### src/rtl/serial_mem_fe_pkg.sv
package serial_mem_fe_pkg;
    typedef enum logic [3:0] {
        S_IDLE,
        S_DEV,
        S_WHI,
        S_WLO,
        S_WDAT,
        S_ACK,
        S_RDAT,
        S_MACK,
        S_IGNORE
    } fe_state_t;

    localparam logic [3:0] DEV_PREFIX = 4'b1010;
endpackage

### src/rtl/fe_line_sync.sv
module fe_line_sync #(
    parameter int   STAGES  = 2,
    parameter logic RST_VAL = 1'b1
) (
    input  logic clk,
    input  logic rst_n,
    input  logic d_in,
    output logic q,
    output logic q_prev
);
    logic [STAGES-1:0] pipe;

    always_ff @(posedge clk or negedge rst_n) begin
        if (!rst_n) begin
            pipe   <= {STAGES{RST_VAL}};
            q_prev <= RST_VAL;
        end else begin
            pipe   <= {pipe[STAGES-2:0], d_in};
            q_prev <= pipe[STAGES-1];
        end
    end

    assign q = pipe[STAGES-1];
endmodule

### src/rtl/fe_addr_ctr.sv
module fe_addr_ctr #(
    parameter int AW = 13,
    parameter int PW = 5
) (
    input  logic          clk,
    input  logic          rst_n,
    input  logic          load,
    input  logic [AW-1:0] load_val,
    input  logic          inc_seq,
    input  logic          inc_page,
    output logic [AW-1:0] addr
);
    always_ff @(posedge clk or negedge rst_n) begin
        if (!rst_n) begin
            addr <= '0;
        end else if (load) begin
            addr <= load_val;
        end else if (inc_seq) begin
            addr <= addr + 1'b1;
        end else if (inc_page) begin
            addr <= {addr[AW-1:PW], PW'(addr[PW-1:0] + 1'b1)};
        end
    end


    page_hold_chk: assert property (@(posedge clk) disable iff (!rst_n)
        (inc_page && !load && !inc_seq) |=> addr[AW-1:PW] == $past(addr[AW-1:PW]));


    seq_wrap_chk: assert property (@(posedge clk) disable iff (!rst_n)
        (inc_seq && !load && addr == '1) |=> addr == '0);
endmodule

### src/rtl/serial_mem_slave_fe.sv
module serial_mem_slave_fe
    import serial_mem_fe_pkg::*;
#(
    parameter int ADDR_W      = 13,
    parameter int PAGE_W      = 5,
    parameter int SYNC_STAGES = 2
) (
    input  logic              clk,
    input  logic              rst_n,
    input  logic              scl_in,
    input  logic              sda_in,
    input  logic [2:0]        dev_sel,
    input  logic              prog_busy,
    output logic              sda_drive_n,
    output logic              wr_valid,
    output logic [ADDR_W-1:0] wr_addr,
    output logic [7:0]        wr_data,
    output logic              wr_commit,
    output logic              rd_req,
    output logic [ADDR_W-1:0] rd_addr,
    input  logic [7:0]        rd_data
);
    localparam int HI_W = ADDR_W - 8;

    // index 0 = data line, index 1 = clock line
    logic [1:0] raw_in, line_q, line_p;
    assign raw_in = {scl_in, sda_in};

    for (genvar g = 0; g < 2; g++) begin : g_sync
        fe_line_sync #(.STAGES(SYNC_STAGES), .RST_VAL(1'b1)) u_sync (
            .clk   (clk),
            .rst_n (rst_n),
            .d_in  (raw_in[g]),
            .q     (line_q[g]),
            .q_prev(line_p[g])
        );
    end

    logic sda_s, scl_rise, scl_fall, start_det, stop_det;
    assign sda_s     = line_q[0];
    assign scl_rise  = line_q[1] & ~line_p[1];
    assign scl_fall  = ~line_q[1] & line_p[1];
    assign start_det = line_q[1] & line_p[1] & line_p[0] & ~line_q[0];
    assign stop_det  = line_q[1] & line_p[1] & ~line_p[0] & line_q[0];

    fe_state_t         state, after_ack;
    logic [3:0]        bit_cnt;
    logic [7:0]        shreg;
    logic [HI_W-1:0]   addr_hi;
    logic              wr_seen, master_ack;
    logic              ctr_load, ctr_inc_seq, ctr_inc_page;
    logic [ADDR_W-1:0] ctr_addr;

    fe_addr_ctr #(.AW(ADDR_W), .PW(PAGE_W)) u_ctr (
        .clk     (clk),
        .rst_n   (rst_n),
        .load    (ctr_load),
        .load_val({addr_hi, shreg}),
        .inc_seq (ctr_inc_seq),
        .inc_page(ctr_inc_page),
        .addr    (ctr_addr)
    );

    always_ff @(posedge clk or negedge rst_n) begin
        if (!rst_n) begin
            state        <= S_IDLE;
            after_ack    <= S_IDLE;
            bit_cnt      <= '0;
            shreg        <= '0;
            addr_hi      <= '0;
            wr_seen      <= 1'b0;
            master_ack   <= 1'b0;
            wr_valid     <= 1'b0;
            wr_addr      <= '0;
            wr_data      <= '0;
            wr_commit    <= 1'b0;
            rd_req       <= 1'b0;
            rd_addr      <= '0;
            ctr_load     <= 1'b0;
            ctr_inc_seq  <= 1'b0;
            ctr_inc_page <= 1'b0;
        end else begin
            wr_valid     <= 1'b0;
            wr_commit    <= 1'b0;
            rd_req       <= 1'b0;
            ctr_load     <= 1'b0;
            ctr_inc_seq  <= 1'b0;
            ctr_inc_page <= 1'b0;
            if (start_det) begin
                state   <= S_DEV;
                bit_cnt <= '0;
                wr_seen <= 1'b0;
            end else if (stop_det) begin
                state     <= S_IDLE;
                wr_commit <= wr_seen;
                wr_seen   <= 1'b0;
            end else begin
                unique case (state)
                    S_IDLE, S_IGNORE: begin
                    end
                    S_DEV, S_WHI, S_WLO, S_WDAT: begin
                        if (scl_rise && bit_cnt < 4'd8) begin
                            shreg   <= {shreg[6:0], sda_s};
                            bit_cnt <= bit_cnt + 4'd1;
                        end else if (scl_fall && bit_cnt == 4'd8) begin
                            bit_cnt <= '0;
                            if (state == S_DEV) begin
                                if (shreg[7:4] == DEV_PREFIX && shreg[3:1] == dev_sel && !prog_busy) begin
                                    state <= S_ACK;
                                    if (shreg[0]) begin
                                        after_ack   <= S_RDAT;
                                        rd_req      <= 1'b1;
                                        rd_addr     <= ctr_addr;
                                        ctr_inc_seq <= 1'b1;
                                    end else begin
                                        after_ack <= S_WHI;
                                    end
                                end else begin
                                    state <= S_IGNORE;
                                end
                            end else if (state == S_WHI) begin
                                addr_hi   <= shreg[HI_W-1:0];
                                state     <= S_ACK;
                                after_ack <= S_WLO;
                            end else if (state == S_WLO) begin
                                ctr_load  <= 1'b1;
                                state     <= S_ACK;
                                after_ack <= S_WDAT;
                            end else begin
                                wr_valid     <= 1'b1;
                                wr_addr      <= ctr_addr;
                                wr_data      <= shreg;
                                ctr_inc_page <= 1'b1;
                                wr_seen      <= 1'b1;
                                state        <= S_ACK;
                                after_ack    <= S_WDAT;
                            end
                        end
                    end
                    S_ACK: begin
                        if (scl_fall) begin
                            state   <= after_ack;
                            bit_cnt <= '0;
                            if (after_ack == S_RDAT) shreg <= rd_data;
                        end
                    end
                    S_RDAT: begin
                        if (scl_fall) begin
                            if (bit_cnt == 4'd7) begin
                                state <= S_MACK;
                            end else begin
                                shreg   <= {shreg[6:0], 1'b0};
                                bit_cnt <= bit_cnt + 4'd1;
                            end
                        end
                    end
                    S_MACK: begin
                        if (scl_rise) begin
                            master_ack <= ~sda_s;
                            if (!sda_s) begin
                                rd_req      <= 1'b1;
                                rd_addr     <= ctr_addr;
                                ctr_inc_seq <= 1'b1;
                            end
                        end else if (scl_fall) begin
                            if (master_ack) begin
                                state   <= S_RDAT;
                                shreg   <= rd_data;
                                bit_cnt <= '0;
                            end else begin
                                state <= S_IGNORE;
                            end
                        end
                    end
                    default: state <= S_IDLE;
                endcase
            end
        end
    end

    always_comb begin
        unique case (state)
            S_ACK:   sda_drive_n = 1'b0;
            S_RDAT:  sda_drive_n = shreg[7];
            default: sda_drive_n = 1'b1;
        endcase
    end


    start_dev_chk: assert property (@(posedge clk) disable iff (!rst_n)
        start_det |=> state == S_DEV);


    ignore_quiet_chk: assert property (@(posedge clk) disable iff (!rst_n)
        (state == S_IGNORE) |-> sda_drive_n);


    ack_entry_chk: assert property (@(posedge clk) disable iff (!rst_n)
        (state == S_ACK && $past(state) != S_ACK) |-> $past(scl_fall));


    busy_nack_chk: assert property (@(posedge clk) disable iff (!rst_n)
        (state == S_DEV && scl_fall && bit_cnt == 4'd8 && prog_busy) |=> state == S_IGNORE);


    commit_stop_chk: assert property (@(posedge clk) disable iff (!rst_n)
        wr_commit |-> $past(stop_det));


    rdat_edge_chk: assert property (@(posedge clk) disable iff (!rst_n)
        (state == S_RDAT && $past(state) == S_RDAT && sda_drive_n != $past(sda_drive_n))
        |-> $past(scl_fall));
endmodule

### config.mk
export PLATFORM = sky130hd
export DESIGN_NAME = serial_mem_slave_fe
export DESIGN_NICKNAME = d
export VERILOG_FILES = /design/src/rtl/serial_mem_fe_pkg.sv /design/src/rtl/fe_line_sync.sv /design/src/rtl/fe_addr_ctr.sv /design/src/rtl/serial_mem_slave_fe.sv
export SDC_FILE = /design/constraint.sdc
export NUM_CORES = 1
export LEC_CHECK = 0
export BUFFER_PORTS_ARGS = -buffer_cell sky130_fd_sc_hd__buf_2
export CAP_MARGIN = 20
export CORE_ASPECT_RATIO = 2
export CORE_MARGIN = 2
export CORE_UTILIZATION = 45
export DETAILED_ROUTE_END_ITERATION = 16
export PLACE_DENSITY = 0.63
export SETUP_SLACK_MARGIN = 0.3
export SKIP_CTS_REPAIR_TIMING = 1
export SYNTH_ARGS = -nofsm -noshare
export SYNTH_HDL_FRONTEND = slang
export SYNTH_HIERARCHICAL = 1
export SYNTH_SLANG_ARGS = --single-unit
### constraint.sdc
create_clock -name clk -period 2.9 [get_ports clk]
set_clock_uncertainty 0.05 [all_clocks]
set_input_delay 0.435 -clock clk [delete_from_list [all_inputs] [get_ports clk]]
set_output_delay 0.435 -clock clk [all_outputs]
set_load 0.02 [all_outputs]
==> results.ini, run 1 <==
[status]
outcome=completed

[timing]
setup_viol=0
relSlewSlack=0.597
period_needed_ns=2.49
finalHoldViolCount=0
tightest_slew_ns=0.605
tns_ns=0
maxSlewViolCount=0
post-route-period-util=0.859
rsz0062_at_grt=false
max_freq_mhz=401

[route]
met2_length_mm=5.64
viasPerCell=5.92
first_pass_iters=4
drt.antenna.violating_nets=0
drcViolationCount=0
met1_length_mm=3.43
wirelength_mm=10.0
wl_per_cell_um=19.4
drt_iter0_drc=236
vias=3050
met3_length_um=313
maxUsedRoutingLayer=met4

[global_routing]
groute.usage.overall=0.214
grt.overflow.total=0
grt_pass1_wl_mm=16.2
grt_pass1_vias=3250
grt_max_degree=44
grt_antenna_before_repair=0

[critical_path]
r2r_cells=7
path_depth=7
crit_buf_inv=1
cpPeakStageDelay_ns=0.45
critPathSlowestCell=or3_1
worstPathRequired_ns=3.06
path_max_fanout=14
critPathKind=register to register
arrival_ns=2.65
crit_family=simple AND/OR/NAND/NOR gates
cp-end-kind=register
crit_chain=inv_1 -> ha_1 -> nand2_1 -> or3_1 -> nor4_4 -> a31o_4 -> mux2_2
crit_path_start_kind=register
r2r_setup_slack_ns=0.41

[synth]
syn_inst=346
yosysWarnings=6
synth_nets=365
synthArstFlopShare=1.00
yosysSeqAreaShare=0.513
synthFlopType=dfrtp_1
syn_area_um2=4060
ys_ff_latch=83
synth.avg_cell_area_um2=11.7
synth_cell_types=60
synth_edf_count=0

[placement]
io_buffers=53
dpl.hpwl_mm=7.56
place.gp.congestion=0.898
placed_area_um2=4470

[clock_tree]
cts_root_buf=clkbuf_16
insertion_delay_ns=0.33
cts_tree=yes
clock_path_buffers=2
cts_sinks=83
cts-htree-levels=3
clk_pin_slew_worst_paths_ns=0.06
cts_made_buffers=9

[die]
rows=49
dieArea_um2=9840
die_x_um=71.2
core_area_um2=8890
boundaryPins=54
die_h_um=138
floorplan.initialDensity=0.457

[final_layout]
synthToLayoutAreaGrowth_pct=17.8
layout_commonest_cell=dfrtp_1
diodes=0
drive_above_1_share=0.351
stdcell_area_um2=4780
fin_nets=427
fin_util=0.538
final_cell_mix=77 x dfrtp_1, 52 x buf_2, 43 x mux2_2, 20 x nand2_1, 17 x o21ai_0

[worst_hold_path]
hold_class=input pin to async pin

[pwr]
peakVddDrop_mv=0.393
power.leakage_nw=2.32
p_per_area_nw_per_um2=663
power_mw=3.17

[flow_run]
maxCapViolCount=0

flip-flops by register name (all words and copies together), names as in the netlist:
signal	count
wr_commit	1
ctr_inc_page	1
bit_cnt	4
shreg	8
u_ctr/addr	13
wr_addr	13
state	4
ctr_load	1
master_ack	1
wr_data	8
ctr_inc_seq	1
after_ack	3
g_sync.u_sync/q_prev	2
wr_seen	1
addr_hi	5
rd_addr	13
g_sync.u_sync/pipe	4
path summary, 6_finish.rpt:
check                                              start                       end
worst max-delay path                          bit_cnt[0]                rd_addr[3]
worst min-delay path                               rst_n                wr_addr[7]
worst max register to register                bit_cnt[0]                rd_addr[3]
max in group asynchronous                          rst_n                rd_addr[3]
worst min register to register  g_sync[0].u_sync/pipe[0]  g_sync[0].u_sync/pipe[1]
min in group clk                                  sda_in  g_sync[0].u_sync/pipe[0]
Yosys cell counts, types with 2 or more instances:
library cell | number | share of area
nor2_1 | 15 | 0.014
xnor2_1 | 3 | 0.0065
a21o_1 | 3 | 0.0055
nand2_1 | 20 | 0.018
dfstp_2 | 6 | 0.039
a311oi_1 | 2 | 0.0043
or4b_1 | 2 | 0.0049
nor3_1 | 7 | 0.0086
nand3_1 | 14 | 0.017
ha_1 | 3 | 0.0092
xor2_1 | 3 | 0.0065
inv_1 | 10 | 0.0092
nor3b_1 | 2 | 0.0037
a31oi_1 | 4 | 0.0062
mux2_2 | 43 | 0.12
nor2b_1 | 6 | 0.0092
clkbuf_1 | 7 | 0.0065
mux2i_1 | 3 | 0.0074
a22oi_1 | 2 | 0.0037
o211ai_1 | 5 | 0.0092
nand3b_1 | 3 | 0.0055
a32o_1 | 2 | 0.0049
buf_2 | 3 | 0.0037
o21ai_0 | 17 | 0.021
or4_1 | 6 | 0.011
o21ai_1 | 4 | 0.0049
nand4_1 | 6 | 0.0092
o31a_1 | 2 | 0.0043
or3_1 | 2 | 0.0031
o31ai_1 | 4 | 0.0074
dfrtp_1 | 77 | 0.47
nand2b_1 | 9 | 0.014
mux2_4 | 9 | 0.033
a21oi_1 | 14 | 0.017
and2_1 | 3 | 0.0046
cell type report:
type                            instances  area [um2]
Timing Repair Buffer                   64         363
Fill cell                             773        4110
Inverter                               10        37.5
Clock inverter                          2        60.1
Tap cell                              102         128
Multi-Input combinational cell        240        1860
Sequential cell                        83        2080
Clock buffer                           14         254
per-layer routing:
metal  vias up  global-route usage
met5         -                   0
met4         0               0.150
met3        35              0.0437
met2        92               0.391
met1      1513               0.203
li1       1410                   -
report_power, final:
| group | switching, mW | internal (mW) | total, mW |
|---|---|---|---|
| registers | 0.124 | 1.24 | 1.36 |
| clock network | 0.437 | 0.779 | 1.22 |
| logic | 0.334 | 0.260 | 0.595 |
| total | 0.895 | 2.28 | 3.17 |
per-stage QoR:
step	worst slack (ns)	hold WS, ns	std cells
5_1_grt	0.305	0.0756	515
2_1_floorplan	0.644	0.0894	346
4_1_cts	0.418	0.0455	515
6_report	0.408	0.0304	515
3_3_place_gp	0.503	0.297	499
3_5_place_dp	0.427	0.298	499
cell families after synthesis:
family,count (synthesis),share of synthesized area
adders and majority gates,3,0.00925
buffers and inverters,23,0.0290
DFF,83,0.513
and+or+nand+nor,106,0.156
xor gates and xnor gates,6,0.0129
AOI/OAI and AO/OA,70,0.120
muxes,55,0.160
No activity file was read; power rests on OpenSTA's default activity.
==> run 2: changes to the inputs <==
--- a/config.mk
+++ b/config.mk
@@ -10,7 +10,9 @@
 export CORE_ASPECT_RATIO = 2
 export CORE_MARGIN = 2
 export CORE_UTILIZATION = 45
+export CTS_BUF_LIST = sky130_fd_sc_hd__clkbuf_4 sky130_fd_sc_hd__clkbuf_8 sky130_fd_sc_hd__clkbuf_16
 export DETAILED_ROUTE_END_ITERATION = 16
+export HOLD_SLACK_MARGIN = 0.12
 export PLACE_DENSITY = 0.63
 export SETUP_SLACK_MARGIN = 0.3
 export SKIP_CTS_REPAIR_TIMING = 1
==> run 2 against run 1 <==
  * Utilization increased by 0.28 points
  * Fmax about the same
  * Final area grew 0.52%
  * Clock-buffer cell count stayed put
  * Clock power up 3%
  * Register-to-register slack about the same
  * Setup slack improved by 0.0014 ns
  * Critical endpoint unchanged
==> results.ini, run 2 (synthesis results as in run 1) <==
[timing]
post-route-period-util=0.859  ; about the same
finalHoldViolCount=0  ; unchanged
rsz0062_at_grt=false
tightest_slew_ns=0.599  ; -0.00530 ns
setup_ws_ns=0.409  ; +0.00145 ns
timing.hold.ws_ns=0.145  ; +0.114 ns
period_needed_ns=2.49  ; -0.00145 ns
tns_ns=0  ; unchanged
setup_viol=0  ; unchanged
relSlewSlack=0.601  ; +0.00353
maxSlewViolCount=0  ; unchanged
max_freq_mhz=401  ; about the same

[final_layout]
fillCellCount=772  ; -0.13%
layout.cells.non_filler=516  ; +0.19%
fin_nets=428  ; +0.23%
fin_util=0.541  ; +0.00281
diodes=0  ; unchanged
stdcell_area_um2=4810  ; +0.52%
final_cell_mix=77 x dfrtp_1, 52 x buf_2, 43 x mux2_2, 20 x nand2_1, 17 x o21ai_0
multiInputGateArea_um2=1860  ; unchanged
register_area_um2=2080  ; unchanged
synthToLayoutAreaGrowth_pct=18.5
drive_above_1_share=0.360  ; +0.00881
largestRegisters=rd_addr (13), u_ctr/addr (13), wr_addr (13)
layout_commonest_cell=dfrtp_1

[placement]
placed_area_um2=4470  ; unchanged
dp_slack_ns=0.427  ; unchanged
io_buffers=53  ; unchanged
dp_cells=499  ; unchanged
dpl.hpwl_mm=7.56  ; unchanged
place.gp.congestion=0.898  ; unchanged

[pwr]
p_clk_frac=0.392  ; +0.008
combPwrFrac=0.185  ; -0.003
p_per_area_nw_per_um2=667  ; +0.73%
power_mw=3.21  ; +1.3%
p_seq_frac=0.423  ; -0.006
peakVddDrop_mv=0.395  ; +0.48%
p_sw_frac=0.279  ; -0.00304
power.leakage_nw=2.34  ; +0.77%
switchingPower_mw=0.896  ; +0.16%
intPower_mw=2.31  ; +1.7%

[clock_tree]
cts_sinks=83  ; unchanged
clk_pin_slew_worst_paths_ns=0.06  ; about the same
cts_root_buf=clkbuf_16
cts-htree-levels=3  ; unchanged
cts_tree=yes
insertion_delay_ns=0.34  ; about the same
clock_path_buffers=2  ; unchanged
cts_made_buffers=9  ; unchanged

[route]
drt_iter0_drc=190  ; -19%
viasPerCell=5.86  ; -0.98%
first_pass_iters=4  ; unchanged
drt.antenna.violating_nets=0  ; unchanged
vias=3026  ; -0.79%
wl_per_cell_um=19.4  ; -0.30%
drcViolationCount=0  ; unchanged
wirelength_mm=10.0  ; -0.11%

[die]
dieArea_um2=9840  ; unchanged
core_area_um2=8890  ; unchanged
rows=49  ; unchanged
floorplan.initialDensity=0.457  ; unchanged
die_x_um=71.2  ; unchanged
boundaryPins=54  ; unchanged
die_h_um=138  ; unchanged

[critical_path]
rr_endpoint=rd_addr[3]
crit_path_start_kind=register
cpPeakStageDelay_ns=0.45  ; about the same
crit_chain=inv_1 -> ha_1 -> nand2_1 -> or3_1 -> nor4_4 -> a31o_4 -> mux2_2
r2r_setup_slack_ns=0.41  ; about the same
worstPathRequired_ns=3.06  ; about the same
arrival_ns=2.66  ; about the same
cp-end-kind=register
r2r_cells=7  ; unchanged
critPathKind=register to register
path_max_fanout=14  ; unchanged
critPathSlowestCell=or3_1
reg2reg_from=bit_cnt[0]

[global_routing]
groute.usage.overall=0.214  ; -0.000299
grt.overflow.total=0  ; unchanged
grt_antenna_before_repair=0  ; unchanged
grt_max_degree=44  ; unchanged
grt_pass1_wl_mm=16.2  ; about the same
grt_pass1_vias=3253  ; +0.092%

[flow_run]
maxCapViolCount=0  ; unchanged

[status]
outcome=completed

[worst_hold_path]
hold_depth=1
worst_hold_path.endpoint=g_sync[0].u_sync/pipe[0]
hold_class=input pin to register
min_from=sda_in

run 2: layout make-up:
| class | instances | share of cell area |
|---|---|---|
| Clock buffer | 14 | 0.0559 |
| Clock inverter | 2 | 0.0125 |
| Inverter | 10 | 0.00780 |
| Multi-Input combinational cell | 240 | 0.386 |
| Sequential cell | 83 | 0.433 |
| Tap cell | 102 | 0.0265 |
| Timing Repair Buffer | 65 | 0.0775 |
run 2: critical path: cells and delay by family, from the launching register on:
family	cells	cell delay, ns
AO/OA/AOI/OAI	1	0.39
buffers and inverters	1	0.10
flip-flops	1	0.41
AND/OR/NAND/NOR	3	0.90
multiplexers	1	0.38
adder cells (fa/ha/maj)	1	0.15
run 2: worst max-delay path by stage:
stage / start / to / slack, ns / depth (start not counted)
6_report: bit_cnt[0] / rd_addr[3] / 0.41 / 7
5_1_grt: bit_cnt[0] / rd_addr[3] / 0.30 / 7
4_1_cts: bit_cnt[0] / rd_addr[3] / 0.42 / 7
3_5_place_dp: bit_cnt[0] / rd_addr[3] / 0.43 / 7
3_3_place_gp: g_sync[1].u_sync/q_prev / rd_addr[2] / 0.50 / 5
2_1_floorplan: g_sync[1].u_sync/q_prev / rd_addr[0] / 0.64 / 7
run 2: per-layer routing:
layer | share of wire | GRT usage | vias up
met2 | 0.56 | 0.391 | 83
li1 | - | - | 1415
met1 | 0.35 | 0.204 | 1492
met4 | 0.067 | 0.150 | 0
met3 | 0.027 | 0.0415 | 36
met5 | 0 | 0 | -
run 2: power by group through the flow:
stage | Clock [mW] | Sequential [mW] | Combinational (mW)
2_1_floorplan | 0 | 1.31 | 0.424
3_3_place_gp | 0 | 1.38 | 0.581
3_5_place_dp | 0 | 1.38 | 0.593
4_1_cts | 1.29 | 1.36 | 0.596
5_1_grt | 1.33 | 1.37 | 0.653
6_report | 1.26 | 1.36 | 0.593
==> run 3: changes to the inputs <==
--- a/config.mk
+++ b/config.mk
@@ -8,12 +8,11 @@
 export BUFFER_PORTS_ARGS = -buffer_cell sky130_fd_sc_hd__buf_2
 export CAP_MARGIN = 20
 export CORE_ASPECT_RATIO = 2
-export CORE_MARGIN = 2
-export CORE_UTILIZATION = 45
+export CORE_UTILIZATION = 49
 export CTS_BUF_LIST = sky130_fd_sc_hd__clkbuf_4 sky130_fd_sc_hd__clkbuf_8 sky130_fd_sc_hd__clkbuf_16
 export DETAILED_ROUTE_END_ITERATION = 16
 export HOLD_SLACK_MARGIN = 0.12
-export PLACE_DENSITY = 0.63
+export PLACE_DENSITY = 0.68
 export SETUP_SLACK_MARGIN = 0.3
 export SKIP_CTS_REPAIR_TIMING = 1
 export SYNTH_ARGS = -nofsm -noshare
==> constraint.sdc (replaced) <==
create_clock -name clk -period 2.41 [get_ports clk]
set_clock_uncertainty 0.05 [all_clocks]
set_input_delay 0.3615 -clock clk [delete_from_list [all_inputs] [get_ports clk]]
set_output_delay 0.3615 -clock clk [all_outputs]
set_load 0.02 [all_outputs]
==> run 3 against run 2 <==
  * Hold slack better by 0.16 ns
  * Sequential cell count is the same
  * Global-route usage rose by 5.4 points
  * Combinational power grew 53%
  * Sequential share of layout area fell by 2.2 points
  * Non-clock buffer count rose by 19
  * Utilization up 9.2 points
  * Final area increased by 5.4%
  * Critical path type unchanged
  * Largest power group unchanged
==> results.ini, run 3 (synthesis results as in run 1) <==
[critical_path]
reg2reg_from=bit_cnt[0]
cp-end-kind=register
r2r_cells=7  ; unchanged
critPathKind=register to register
crit_path_start_kind=register
path_max_fanout=7  ; -7
r2r_setup_slack_ns=0.11  ; -0.30 ns
rr_endpoint=rd_addr[11]
arrival_ns=2.47  ; -0.19 ns
crit_path_start=bit_cnt[0]
worstPathRequired_ns=2.58  ; -0.48 ns

[flow_run]
maxCapViolCount=0  ; unchanged

[timing]
period_needed_ns=2.30  ; -0.194 ns
timing.hold.ws_ns=0.305  ; +0.160 ns
max_freq_mhz=435  ; +8.4%
relSlewSlack=0.562  ; -0.0389
tns_ns=0  ; unchanged
tightest_slew_ns=0.658  ; +0.0584 ns
post-route-period-util=0.953  ; +0.0943
rsz0062_at_grt=true
setup_ws_ns=0.113  ; -0.296 ns
finalHoldViolCount=0  ; unchanged
setup_viol=0  ; unchanged
maxSlewViolCount=0  ; unchanged

[final_layout]
stdcell_area_um2=5070  ; +5.4%
layout_commonest_cell=dfrtp_1
synthToLayoutAreaGrowth_pct=24.8
layout.cells.non_filler=530  ; +2.7%
diodes=0  ; unchanged
fin_nets=448  ; +4.7%
final_cell_mix=76 x dfrtp_1, 52 x buf_2, 36 x mux2_2, 25 x buf_4, 20 x nand2_1
largestRegisters=rd_addr (13), u_ctr/addr (13), wr_addr (13)
drive_above_1_share=0.408  ; +0.0479

[clock_tree]
clk_pin_slew_worst_paths_ns=0.06  ; about the same
clock_path_buffers=2  ; unchanged
cts_root_buf=clkbuf_16
cts_tree=yes
insertion_delay_ns=0.34  ; about the same
cts_made_buffers=9  ; unchanged
cts_sinks=83  ; unchanged
cts-htree-levels=3  ; unchanged

[global_routing]
grt.overflow.total=0  ; unchanged
grt_pass1_wl_mm=16.5  ; +2.0%
grt_max_degree=45  ; +2.3%
groute.usage.overall=0.268  ; +0.0543
grt_pass1_vias=3200  ; -1.6%
grt_antenna_before_repair=0  ; unchanged

[route]
drcViolationCount=0  ; unchanged
viasPerCell=5.94  ; +1.3%
wirelength_mm=11.0  ; +9.6%
first_pass_iters=4  ; unchanged
wl_per_cell_um=20.7  ; +6.7%
drt_iter0_drc=177  ; -6.8%
drt.antenna.violating_nets=0  ; unchanged
vias=3149  ; +4.1%

[placement]
dpl.hpwl_mm=7.97  ; +5.4%
placed_area_um2=4540  ; +1.5%
place.gp.congestion=0.958  ; +6.6%
dp_cells=503  ; +0.80%
dp_slack_ns=0.148  ; -0.279 ns
io_buffers=53  ; unchanged

[die]
rows=46  ; -6.1%
floorplan.initialDensity=0.508  ; +0.0508
dieArea_um2=8680  ; -12%
die_h_um=131  ; -5.5%
boundaryPins=54  ; unchanged
die_x_um=66.4  ; -6.7%
core_area_um2=8000  ; -10%

[pwr]
combPwrFrac=0.225  ; +0.040
p_sw_frac=0.293  ; +0.0137
intPower_mw=2.85  ; +23%
switchingPower_mw=1.18  ; +32%
p_per_area_nw_per_um2=797  ; +19%
p_seq_frac=0.402  ; -0.021
peakVddDrop_mv=0.543  ; +37%
p_clk_frac=0.373  ; -0.019
power.leakage_nw=2.44  ; +4.6%

[worst_hold_path]
worst_hold_path.endpoint=g_sync[0].u_sync/pipe[1]
min_from=g_sync[0].u_sync/pipe[0]
hold_depth=0  ; -1
hold_class=register to register

[status]
outcome=completed

==> run 3: power by group through the flow <==
stage          Clock [mW]  Combinational (mW)  Sequential, mW
3_3_place_gp            0               0.796            1.63
2_1_floorplan           0               0.509            1.58
5_1_grt              1.58               0.975            1.63
6_report             1.50               0.909            1.62
4_1_cts              1.53               0.808            1.61
3_5_place_dp            0               0.804            1.63
==> run 3: per-stage QoR <==
step	total power, mW	util
floorplan	2.09	-
global placement	2.43	0.567
detailed placement	2.44	0.567
CTS	3.95	0.609
global route	4.19	0.633
finish	4.04	0.633
==> run 3: layout make-up <==
cell class / instances / area, um2
inverters: 10 / 37.5
flip-flops and latches: 83 / 2090
repair buffers: 84 / 541
multi-input cells: 241 / 1950
clock inverters: 4 / 76.3
well taps: 96 / 120
fillers: 654 / 2930
clock buffers: 12 / 254
==> run 3: worst max path at each step <==
stage / to / depth (start not counted)
after global placement: rd_addr[4] / 7
after global routing: rd_addr[4] / 5
after floorplan: rd_addr[0] / 7
after CTS: rd_addr[3] / 7
final: rd_addr[11] / 7
after detailed placement: rd_addr[2] / 7
==> run 3: worst max-delay path: stages, from the launching register on <==
cell and delay (ns):
dfrtp_1 0.40, inv_2 0.07, ha_1 0.14, nand2_1 0.07
or3_4 0.40, nor4_4 0.38, a31o_4 0.33, mux2_4 0.32
==> run 3: routing by layer <==
layer  track usage  up-vias  part of all wire
met5             0        -                 0
met4         0.170        0             0.044
met3        0.0512       28             0.034
met2         0.492       97              0.57
met1         0.268     1579              0.35
li1              -     1445                 -
